$ cat config.mk
export PLATFORM = sky130hd
export DESIGN_NAME = irqagg_top
export DESIGN_NICKNAME = d
export VERILOG_FILES = /design/src/rtl/irqagg_pkg.sv /design/src/rtl/irqagg_decode.sv /design/src/rtl/irqagg_cause_eval.sv /design/src/rtl/irqagg_status.sv /design/src/rtl/irqagg_top.sv
export SDC_FILE = /design/constraint.sdc
export NUM_CORES = 1
export LEC_CHECK = 0
export BUFFER_PORTS_ARGS = -buffer_cell sky130_fd_sc_hd__buf_2
export CAP_MARGIN = 20
export CORE_UTILIZATION = 45
export DETAILED_ROUTE_END_ITERATION = 12
export PLACE_DENSITY = 0.79
export SYNTH_ARGS = -nofsm -noshare
export SYNTH_HDL_FRONTEND = slang
export SYNTH_SLANG_ARGS = --single-unit
$ cat constraint.sdc
create_clock -name clk -period 1.4 [get_ports clk]
set_input_delay 0.07 -clock clk [delete_from_list [all_inputs] [get_ports clk]]
set_output_delay 0.07 -clock clk [all_outputs]
set_load 0.1 [all_outputs]
$ cat src/rtl/irqagg_pkg.sv
package irqagg_pkg;
  typedef enum logic [1:0] {
    SEL_NONE = 2'd0,
    SEL_CAUSE = 2'd1,
    SEL_MASK = 2'd2
  } reg_sel_e;

  localparam int DIR_RX = 0;
  localparam int DIR_TX = 1;
  localparam int NUM_DIR = 2;
endpackage

$ cat src/rtl/irqagg_decode.sv
module irqagg_decode
  import irqagg_pkg::*;
#(
  parameter int ADDR_W = 4,
  parameter logic [ADDR_W-1:0] MASK_ADDR = 1,
  parameter logic [ADDR_W-1:0] CAUSE_ADDR = 2
) (
  input  logic              wr_en,
  input  logic [ADDR_W-1:0] wr_addr,
  input  logic [ADDR_W-1:0] rd_addr,
  output reg_sel_e          wr_sel,
  output reg_sel_e          rd_sel
);
  function automatic reg_sel_e map_addr(input logic [ADDR_W-1:0] a);
    if (a == CAUSE_ADDR) return SEL_CAUSE;
    else if (a == MASK_ADDR) return SEL_MASK;
    else return SEL_NONE;
  endfunction

  always_comb begin
    wr_sel = wr_en ? map_addr(wr_addr) : SEL_NONE;
    rd_sel = map_addr(rd_addr);
  end
endmodule

$ cat src/rtl/irqagg_cause_eval.sv
module irqagg_cause_eval #(
  parameter int W = 32,
  parameter bit UPPER = 1'b0,
  parameter logic [W-1:0] CAUSE_MASK = '0
) (
  input  logic [W-1:0] cause_pre,
  input  logic [W-1:0] mask_nxt,
  input  logic [W-1:0] ev_pulse,
  input  logic         cause_wr,
  input  logic         mask_wr,
  output logic         eval,
  output logic         sum_val
);
  localparam int H = W / 2;
  localparam logic [W-1:0] LOW_HALF = {{(W-H){1'b0}}, {H{1'b1}}};
  localparam logic [W-1:0] HALF_SEL = UPPER ? ~LOW_HALF : LOW_HALF;

  always_comb begin
    eval = cause_wr | mask_wr | (|(ev_pulse & HALF_SEL));
    sum_val = |(cause_pre & mask_nxt & CAUSE_MASK);
  end
endmodule

$ cat src/rtl/irqagg_status.sv
module irqagg_status
  import irqagg_pkg::*;
#(
  parameter int W = 32,
  parameter int TX_SUM_BIT = 18,
  parameter int RX_SUM_BIT = 10
) (
  input  logic                clk,
  input  logic                rst_n,
  input  logic                soft_clr,
  input  logic [W-1:0]        ev_pulse,
  input  logic                clr_en,
  input  logic [W-1:0]        clr_data,
  input  logic [NUM_DIR-1:0]  sum_eval,
  input  logic [NUM_DIR-1:0]  sum_val,
  output logic [W-1:0]        cause_pre,
  output logic [W-1:0]        cause_nxt,
  output logic [W-1:0]        cause_q
);
  localparam logic [W-1:0] SUM_MASK = (W'(1) << TX_SUM_BIT) | (W'(1) << RX_SUM_BIT);

  logic [W-1:0] clr_vec;

  always_comb begin
    clr_vec = clr_en ? clr_data : '0;
    // events are OR-ed after the clear so that a set wins over a clear
    cause_pre = (cause_q & ~clr_vec) | ev_pulse;
    cause_nxt = cause_pre;
    if (sum_eval[DIR_TX]) cause_nxt[TX_SUM_BIT] = sum_val[DIR_TX];
    if (sum_eval[DIR_RX]) cause_nxt[RX_SUM_BIT] = sum_val[DIR_RX];
  end

  always_ff @(posedge clk or negedge rst_n) begin
    if (!rst_n)        cause_q <= '0;
    else if (soft_clr) cause_q <= '0;
    else               cause_q <= cause_nxt;
  end

  // a pulsed non-summary bit is set after the edge, whatever the write did
  a_r4_set_wins: assert property (@(posedge clk) disable iff (!rst_n)
    !soft_clr |=> ((cause_q & $past(ev_pulse & ~SUM_MASK)) == $past(ev_pulse & ~SUM_MASK)));

  // bits written as one without a concurrent pulse are gone
  a_r3_w1c_clears: assert property (@(posedge clk) disable iff (!rst_n)
    (!soft_clr && clr_en) |=> ((cause_q & $past(clr_data & ~ev_pulse & ~SUM_MASK)) == '0));

  // without a clear, set non-summary bits stay set
  a_r2_sticky: assert property (@(posedge clk) disable iff (!rst_n)
    (!soft_clr && !clr_en) |=> ((cause_q & $past(cause_q & ~SUM_MASK)) == $past(cause_q & ~SUM_MASK)));
endmodule

$ cat src/rtl/irqagg_top.sv
module irqagg_top
  import irqagg_pkg::*;
#(
  parameter int W = 32,
  parameter int ADDR_W = 4,
  parameter logic [ADDR_W-1:0] MASK_ADDR = 1,
  parameter logic [ADDR_W-1:0] CAUSE_ADDR = 2,
  parameter int TX_SUM_BIT = 18,
  parameter int RX_SUM_BIT = 10,
  parameter logic [W-1:0] TX_CAUSES = (W'(1) << 16) | (W'(1) << 17) | (W'(1) << 19),
  parameter logic [W-1:0] RX_CAUSES = (W'(1) << 4) | (W'(1) << 9) | (W'(1) << 11)
) (
  input  logic              clk,
  input  logic              rst_n,
  input  logic              soft_clr,
  input  logic [W-1:0]      ev_pulse,
  input  logic              wr_en,
  input  logic [ADDR_W-1:0] wr_addr,
  input  logic [W-1:0]      wr_data,
  input  logic [ADDR_W-1:0] rd_addr,
  output logic [W-1:0]      rd_data,
  output logic              irq_tx,
  output logic              irq_rx
);
  reg_sel_e wr_sel, rd_sel;
  logic [W-1:0] cause_pre, cause_nxt, cause_q;
  logic [W-1:0] mask_q, mask_nxt;
  logic [NUM_DIR-1:0] sum_eval, sum_val;
  logic [NUM_DIR-1:0] line_q;
  logic cause_wr, mask_wr;

  irqagg_decode #(
    .ADDR_W(ADDR_W), .MASK_ADDR(MASK_ADDR), .CAUSE_ADDR(CAUSE_ADDR)
  ) u_decode (
    .wr_en(wr_en), .wr_addr(wr_addr), .rd_addr(rd_addr),
    .wr_sel(wr_sel), .rd_sel(rd_sel)
  );

  assign cause_wr = (wr_sel == SEL_CAUSE);
  assign mask_wr  = (wr_sel == SEL_MASK);
  assign mask_nxt = mask_wr ? wr_data : mask_q;

  irqagg_status #(
    .W(W), .TX_SUM_BIT(TX_SUM_BIT), .RX_SUM_BIT(RX_SUM_BIT)
  ) u_status (
    .clk(clk), .rst_n(rst_n), .soft_clr(soft_clr), .ev_pulse(ev_pulse),
    .clr_en(cause_wr), .clr_data(wr_data),
    .sum_eval(sum_eval), .sum_val(sum_val),
    .cause_pre(cause_pre), .cause_nxt(cause_nxt), .cause_q(cause_q)
  );

  for (genvar d = 0; d < NUM_DIR; d++) begin : g_dir
    localparam bit IS_TX = (d == DIR_TX);
    localparam logic [W-1:0] CMASK = IS_TX ? TX_CAUSES : RX_CAUSES;
    irqagg_cause_eval #(
      .W(W), .UPPER(IS_TX), .CAUSE_MASK(CMASK)
    ) u_eval (
      .cause_pre(cause_pre), .mask_nxt(mask_nxt), .ev_pulse(ev_pulse),
      .cause_wr(cause_wr), .mask_wr(mask_wr),
      .eval(sum_eval[d]), .sum_val(sum_val[d])
    );
  end

  always_ff @(posedge clk or negedge rst_n) begin
    if (!rst_n) begin
      mask_q <= '0;
      line_q <= '0;
    end else if (soft_clr) begin
      mask_q <= '0;
      line_q <= '0;
    end else begin
      mask_q <= mask_nxt;
      line_q[DIR_TX] <= cause_nxt[TX_SUM_BIT] & mask_nxt[TX_SUM_BIT];
      line_q[DIR_RX] <= cause_nxt[RX_SUM_BIT] & mask_nxt[RX_SUM_BIT];
    end
  end

  assign irq_tx = line_q[DIR_TX];
  assign irq_rx = line_q[DIR_RX];

  always_comb begin
    unique case (rd_sel)
      SEL_CAUSE: rd_data = cause_q;
      SEL_MASK:  rd_data = mask_q;
      default:   rd_data = '0;
    endcase
  end

  // stored transmit summary agrees with stored causes and mask
  a_r5_tx_summary: assert property (@(posedge clk) disable iff (!rst_n)
    cause_q[TX_SUM_BIT] == (|(cause_q & mask_q & TX_CAUSES)));
  // same for receive
  a_r6_rx_summary: assert property (@(posedge clk) disable iff (!rst_n)
    cause_q[RX_SUM_BIT] == (|(cause_q & mask_q & RX_CAUSES)));
  // each line matches its stored summary gated by its mask bit
  a_r7_tx_line: assert property (@(posedge clk) disable iff (!rst_n)
    irq_tx == (cause_q[TX_SUM_BIT] & mask_q[TX_SUM_BIT]));
  a_r8_rx_line: assert property (@(posedge clk) disable iff (!rst_n)
    irq_rx == (cause_q[RX_SUM_BIT] & mask_q[RX_SUM_BIT]));
  // soft clear empties everything on the next edge
  a_r10_soft_clear: assert property (@(posedge clk) disable iff (!rst_n)
    soft_clr |=> (cause_q == '0 && mask_q == '0 && !irq_tx && !irq_rx));
endmodule

==> results_dict.tcl, run 1 <==
set metrics [dict create \
    core_area_um2 6794 \
    postRouteAntennaNets 0 \
    hp-start "wr_data[25]" \
    numClockSinks 66 \
    numPortBuffers 109 \
    grt_pass1_vias 3493 \
    tightest_slew_ps 473.5 \
    multi_input_area_um2 1528 \
    final_common_cell "nand2_1" \
    tritoncts "yes" \
    ios 110 \
    reg2reg_depth 3 \
    cts_buffer_depth 2 \
    maxSlewViolCount 0 \
    comb_power_share_pct 17.0 \
    worstSetupPathType "input port to flop" \
    fin_crit_ps 1407 \
    drt_pre_antenna_iters 4 \
    worst-path-buf-inv 2 \
    syn-cell-area_um2 3149 \
    max_freq_mhz 710.7 \
    relSlewSlack_pct 68.14 \
    synth_flop_cell "dfrtp_1" \
    final_cell_mix "nand2_1 (76), buf_2 (75), dfrtp_1 (66)" \
    maxCapViolCount 0 \
    fin_nets 589 \
    syn_inst 340 \
    numCtsBuffers 9 \
    setup_viol 1 \
    power.density_nw_per_um2 836.8 \
    period_share_pct 100.5 \
    min_path_cells 3 \
    fin_worst_skew_ps 7.641 \
    gp_congestion 0.8691 \
    rrSetupSlack_ps 30 \
    dieArea_um2 7337 \
    grt_overflow 0 \
    violations "hold timing, setup timing" \
    synth-seq-cells 66 \
    area_delta_synth_final_pct 67.42 \
    cp_max_fo 7 \
    drive_above_1_share_pct 40.73 \
    yosys.cell_types.count 30 \
    crit_family "compound AO/OA/AOI/OAI gates" \
    worst_slack_ps -7.072 \
    clk_latency_ps 340 \
    dp_cells 556 \
    critPathSlowestCell "or3b_4" \
    swShare_pct 26.61 \
    seq_area_um2 1652 \
    regToRegStartpoint "mask_q[17]" \
    sequentialPowerShare_pct 45.9 \
    postLayoutCellArea_um2 5273 \
    r2r_end "u_status.cause_q[18]" \
    die_h_um 85.66 \
    p_leak_uw 0.002315 \
    timing.hold.ws_ps -6.182 \
    dp_hpwl_um 6572 \
    avgSynthCellArea_um2 9.263 \
    hold_path.class "input port to flop" \
    syn_nets 416 \
    antenna_found_initial 0 \
    ys_seq_area_share_pct 52.44 \
    start_util_pct 46.35 \
    fillers 416 \
    hold_viol 1 \
    async_flop_share_pct 100.0 \
    clk_pin_slew_ps 70 \
    root_buffer "clkbuf_8" \
    dr_total_vias 3407 \
    switching_power_uw 1174 \
    peakVddDrop_mv 0.7539 \
    total_power_uw 4412 \
    end_kind "flop" \
    grt_usage_pct 30.17 \
    drc 0 \
    synth_edf_count 0 \
    via_per_inst 5.540 \
    outcome "finished with violations" \
    rsz0062_at_grt "yes" \
    htreeDepth 3 \
    yosys_warnings 0 \
    start_kind "input port" \
    worstPathArrival_ps 1610 \
    internal_power_uw 3238 \
    wl_per_cell_um 17.39 \
    wl_um 10690 \
    grt_pass1_wl_um 16820 \
    die_x_um 85.66 \
    place_ws_ps -480.2 \
    worstPathRequired_ps 1610 \
    hold_end "mask_q[25]" \
    path_cells "buf_6 -> or3b_4 -> buf_8 -> o21ai_0 -> a21oi_2 -> a2111oi_4 -> nor3_1" \
    slowest_delay_ps 410 \
    stdcell_count 615 \
    grt_max_degree 67 \
    drt_iter0_markers 238 \
    p_clk_share_pct 37.1 \
    place_area_um2 4571 \
    rows 30 \
]
## state kept, by name (all words and copies together) (netlist names)
register / count
line_q: 2
mask_q: 32
u_status.cause_q: 32
## worst max path at each step
stage                from              endpoint  slack (ps)  cells past startpoint
2_1_floorplan  rd_addr[0]            rd_data[0]        -140                      3
3_3_place_gp   wr_addr[3]             line_q[0]        -380                      7
3_5_place_dp   wr_addr[3]             line_q[0]        -480                      7
4_1_cts        wr_addr[2]             line_q[0]         -10                      7
5_1_grt        wr_addr[2]  u_status.cause_q[18]         -80                      7
6_report       wr_addr[2]  u_status.cause_q[18]          -7                      7
## worst min-delay path, stage by stage
cell     delay [ps]
buf_2           110
nand2_1          60
a21oi_1          50
## final cells by class
type,count,area share [%]
Timing Repair Buffer,184,33.37
Antenna cell,1,0.04746
Multi-Input combinational cell,250,28.97
Clock inverter,5,0.9967
Clock buffer,11,2.871
Tap cell,96,2.278
Sequential cell,66,31.32
Inverter,2,0.1424
## routing by layer
metal	part of all wire (%)	track usage (%)	wire (um)	up-vias
met3	6.0	5.967	644	32
met4	3.3	16.52	349	0
met5	0	0	0	-
met1	39	35.98	4196	1661
met2	51	51.49	5503	163
li1	-	-	-	1551
## power by group through the flow
| stage | registers [uW] | logic (uW) | clock network, uW |
|---|---|---|---|
| finish | 2020 | 752 | 1640 |
| floorplan | 2040 | 285 | 0 |
| global placement | 2050 | 607 | 0 |
| detailed placement | 2060 | 624 | 0 |
| global route | 2030 | 800 | 1750 |
| CTS | 2020 | 726 | 1650 |
## cells by family (layout without fill, tap and decap cells)
| kind of cell | count (synthesis) | count (layout) | share of synthesized area (%) |
|---|---|---|---|
| and+or+nand+nor | 146 | 146 | 20.94 |
| AOI/OAI and AO/OA | 102 | 102 | 22.49 |
| DFF | 66 | 66 | 52.44 |
| buffers and inverters | 24 | 202 | 3.417 |
| muxes | 2 | 2 | 0.7151 |
| other | 0 | 1 | 0 |
## cell usage after synthesis (2+ instances only)
cell type	instances	area share, %
a2111oi_4	2	1.7
a21oi_1	58	9.2
a22o_1	32	8.9
a31oi_1	2	0.40
buf_2	5	0.79
clkbuf_1	15	1.8
dfrtp_1	66	52
inv_1	2	0.24
nand2_1	76	9.1
nand2b_1	6	1.2
nand3_1	4	0.64
nand4_1	2	0.40
nor2_1	30	3.6
nor2b_1	5	0.99
nor3_1	4	0.64
nor3b_1	2	0.48
nor4_1	10	2.0
nor4b_1	2	0.56
o21ai_0	4	0.64
o32ai_1	2	0.56
o32ai_2	2	1.0
## through the flow
stage | util [%] | hold slack [ps] | TNS, ps
final | 77.61 | -6.182 | -7.072
after global routing | 77.57 | 11.11 | -175.7
after CTS | 77.02 | 0.1195 | -23.49
after detailed placement | 67.27 | 114.4 | -10070
after global placement | 67.27 | 105.2 | -7636
after floorplan | - | -225.6 | -4410
## what timing repair did
action | in CTS | in global routing
pin swaps | 2 | 3
buffers inserted | 2 | 0
hold buffers | 40 | 0
setup endpoints to repair | 4 | 7
endpoints found under the hold margin | 105 | 0
resized for setup | 9 | 6
cloned | 0 | 0
Power figures use the tool's default switching activity.
==> run 2, diff against run 1 <==
- CORE_UTILIZATION: 45 -> 35
- CTS_CLUSTER_DIAMETER: not set -> 150
- PLACE_DENSITY: 0.79 -> 0.65
==> results_dict.tcl, run 2 (synthesis gave the netlist of run 1 again) <==
set metrics [dict create \
    drt_iter0_markers 171 \
    fillers 714 \
    tns_ps -19.76 \
    regToRegStartpoint "mask_q[17]" \
    fin_worst_skew_ps 6.285 \
    crit_path_start "wr_addr[3]" \
    place_area_um2 4583 \
    gp_congestion 0.7913 \
    worstPathRequired_ps 1600 \
    setup_viol 2 \
    clk_pin_slew_ps 70 \
    die_h_um 96.86 \
    fin_nets 590 \
    n_antenna_cell 0 \
    postLayoutCellArea_um2 5256 \
    rows 34 \
    dieArea_um2 9381 \
    reg.largest.list "mask_q (32), u_status.cause_q (32), line_q (2)" \
    start_kind "input port" \
    drive_above_1_share_pct 38.92 \
    maxSlewViolCount 0 \
    max_freq_mhz 709.2 \
    hold_viol 0 \
    end_kind "flop" \
    final_cell_mix "buf_2 (77), nand2_1 (76), dfrtp_1 (66)" \
    worst_slack_ps -10.05 \
    drt_pre_antenna_iters 5 \
    hp-start "ev_pulse[1]" \
    grt_pass1_vias 3357 \
    wl_um 10130 \
    numCtsBuffers 9 \
    grt_pass1_wl_um 16540 \
    clk_latency_ps 330 \
    antenna_found_initial 0 \
    via_per_inst 5.201 \
    cp_max_fo 9 \
    seq_area_um2 1652 \
    power.density_nw_per_um2 834.1 \
    dp_hpwl_um 6643 \
    worstPathArrival_ps 1610 \
    drc 0 \
    violations "setup timing" \
    worstSetupPathType "input port to flop" \
    ios 110 \
    numPortBuffers 109 \
    tightest_slew_ps 502.4 \
    root_buffer "clkbuf_8" \
    period_share_pct 100.7 \
    wl_per_cell_um 16.16 \
    timing.hold.ws_ps 23.78 \
    die_x_um 96.86 \
    outcome "finished with violations" \
    core_area_um2 8721 \
    dr_total_vias 3261 \
    grt_overflow 0 \
    peakVddDrop_mv 0.5782 \
    rsz0062_at_grt "yes" \
    postRouteAntennaNets 0 \
    fin_crit_ps 1410 \
    hold_path.class "input port to flop" \
    place_ws_ps -422.6 \
    maxCapViolCount 0 \
    grt_max_degree 67 \
    grt_usage_pct 22.10 \
    relSlewSlack_pct 66.74 \
    numClockSinks 66 \
    htreeDepth 3 \
    start_util_pct 36.11 \
    tritoncts "yes" \
    cts_buffer_depth 2 \
    area_delta_synth_final_pct 66.91 \
    p_leak_uw 0.002309 \
    multi_input_area_um2 1481 \
    final_common_cell "buf_2" \
]
-- run 2: cell types whose count changed in the layout (fill, tap and decap cells not counted), sizes merged --
cell and delta:
buf -4, clkinv -2, dlygate4sd3 +5, clkinvlp +1, clkbuf +1, diode -1
-- run 2: through the flow --
stage                     instances  utilization, %  total power, uW
after floorplan                 340               -             2329
after global placement          566           52.55             2669
after detailed placement        566           52.55             2682
after CTS                       627           60.14             4432
after global routing            627           60.27             4579
final                           627           60.27             4384
-- run 2: worst max-delay path, cell delays in order --
cell and delay, ps:
buf_2 100, or3b_4 410, buf_12 160, nor2_4 110
mux2_4 330, a2111oi_4 330, nor3b_1 90
-- run 2: where the power goes --
part	internal [uW]	switching [uW]	total (uW)
Clock	918	716	1630
Sequential	1980	41.2	2020
Combinational	347	385	731
-- run 2: timing repair --
| item | 4_1_cts | 5_1_grt |
|---|---|---|
| hold endpoints to repair | 110 | 0 |
| setup buffers | 0 | 0 |
| resized for setup | 2 | 3 |
| hold buffers | 45 | 0 |
| pin swaps | 0 | 1 |
| endpoints found under the setup margin | 4 | 4 |
-- run 2: area by class of cell --
cell class,count,share of cell area [%]
Tap cell,108,2.571
Multi-Input combinational cell,250,28.18
Inverter,2,0.1428
Timing Repair Buffer,185,33.78
Clock buffer,12,2.952
Sequential cell,66,31.42
Clock inverter,4,0.9522
-- run 2: routing by layer --
layer,track usage [%],routed length [um]
met2,36.62,5017
met5,0,0
met3,4.769,690
met1,28.40,4377
met4,8.037,46
-- run 2: worst paths after layout --
path,end,slack (ps),depth (start not counted)
hold / removal,u_status.cause_q[1],20,3
min in group asynchronous,u_status.cause_q[12],260,3
setup reg to reg,u_status.cause_q[18],90,3
hold reg to reg,u_status.cause_q[2],510,2
max in group asynchronous,mask_q[2],810,3
setup / recovery,line_q[0],-10,7
==> run 3, diff against run 2 <==
- BUFFER_PORTS_ARGS: -buffer_cell sky130_fd_sc_hd__buf_2 -> -buffer_cell sky130_fd_sc_hd__buf_4
- TNS_END_PERCENT: not set -> 50
==> results_dict.tcl, run 3 (synthesis gave the netlist of run 1 again) <==
set metrics [dict create \
    outcome "complete, no violations" \
    grt_overflow 0 \
    tritoncts "yes" \
    start_kind "input port" \
    rows 34 \
    final_common_cell "buf_4" \
    fin_nets 592 \
    die_h_um 96.86 \
    drive_above_1_share_pct 39.16 \
    numPortBuffers 109 \
    tightest_slew_ps 514.5 \
    cts_buffer_depth 2 \
    wl_per_cell_um 16.48 \
    postLayoutCellArea_um2 5177 \
    via_per_inst 5.229 \
    final_util_pct 59.37 \
    maxCapViolCount 0 \
    grt_max_degree 39 \
    drc 0 \
    grt_usage_pct 22.33 \
    wl_um 10370 \
    hold_path.class "input port to flop" \
    worstPathRequired_ps 1330 \
    postRouteAntennaNets 0 \
    antenna_found_initial 0 \
    dr_total_vias 3289 \
    cp_max_fo 32 \
    gp_congestion 0.7824 \
    fillers 771 \
    clk_pin_slew_ps 70 \
    grt_pass1_vias 3331 \
    dieArea_um2 9381 \
    core_area_um2 8721 \
    reg.largest.list "mask_q (32), u_status.cause_q (32), line_q (2)" \
    place_ws_ps -365.2 \
    place_area_um2 4333 \
    hold_viol 0 \
    numClockSinks 66 \
    relSlewSlack_pct 65.70 \
    clk_latency_ps 330 \
    dp_hpwl_um 6517 \
    ios 110 \
    worstPathArrival_ps 1300 \
    setup_viol 0 \
    start_util_pct 36.11 \
    drt_pre_antenna_iters 4 \
    reg2reg_depth 3 \
    die_x_um 96.86 \
    drt_iter0_markers 148 \
    root_buffer "clkbuf_8" \
    area_delta_synth_final_pct 64.40 \
    htreeDepth 3 \
    timing.hold.ws_ps 11.56 \
    power.density_nw_per_um2 899.0 \
    peakVddDrop_mv 0.5937 \
    fin_worst_skew_ps 3.451 \
    post_cts_buffers 0 \
    grt_pass1_wl_um 16700 \
    p_leak_uw 0.002317 \
    n_antenna_cell 0 \
    end_kind "primary output" \
    min_path_cells 3 \
    total_power_uw 4654 \
    max_freq_mhz 728.1 \
    worstSetupPathType "input port to primary output" \
    rsz0062_at_grt "yes" \
    numCtsBuffers 9 \
    worst_slack_ps 26.63 \
    final_cell_mix "buf_4 (115), nand2_1 (76), dfrtp_1 (66)" \
    period_share_pct 98.10 \
    maxSlewViolCount 0 \
    fin_crit_ps 1373 \
]
-- run 3: cell count changes in the layout (fill, tap and decap cells not counted), sizes merged --
cell / previous run / this run
bufinv: 1 / 2
dlygate4sd3: 45 / 47
clkinvlp: 2 / 1
-- run 3: timing repair --
action / in CTS / in global routing
endpoints found under the setup margin: 2 / 38
endpoints found under the hold margin: 82 / 0
cloned: 0 / 1
hold buffers: 47 / 0
gates resized for setup: 3 / 28
-- run 3: metal layers --
metal	global-route usage, %	wire [um]	up-vias
li1	-	-	1548
met1	28.19	4260	1594
met2	37.43	5325	126
met3	4.913	571	21
met4	8.266	212	0
met5	0	0	-
-- run 3: worst max-delay path, cell delays in order --
cell and delay, ps:
buf_4 110, nor4b_2 370, buf_12 260, a22o_2 180, buf_4 280
-- run 3: power breakdown --
group | switching, uW | internal [uW]
Sequential | 42.5 | 1980
Clock | 728 | 1150
Combinational | 386 | 374
-- run 3: layout make-up --
type	instances	area, um2	area share (%)
Sequential cell	66	1652	31.90
Timing Repair Buffer	187	1644	31.75
Multi-Input combinational cell	250	1501	29.00
Clock buffer	12	165.2	3.190
Tap cell	108	135.1	2.610
Clock inverter	4	72.57	1.402
Inverter	2	7.507	0.1450
-- run 3: per-stage QoR --
stage	TNS, ps	instances
2_1_floorplan	-5833	340
3_3_place_gp	-9355	565
3_5_place_dp	-11100	565
4_1_cts	0	628
5_1_grt	-297.7	629
6_report	0	629
-- run 3: worst paths after layout --
path | slack, ps | startpoint | to
max reg2reg | 80 | mask_q[17] | line_q[1]
min | 10 | wr_data[0] | mask_q[0]
max | 30 | rd_addr[0] | rd_data[3]
min in group asynchronous | 260 | rst_n | mask_q[10]
min reg2reg | 520 | u_status.cause_q[25] | u_status.cause_q[25]
max in group asynchronous | 620 | rst_n | u_status.cause_q[30]
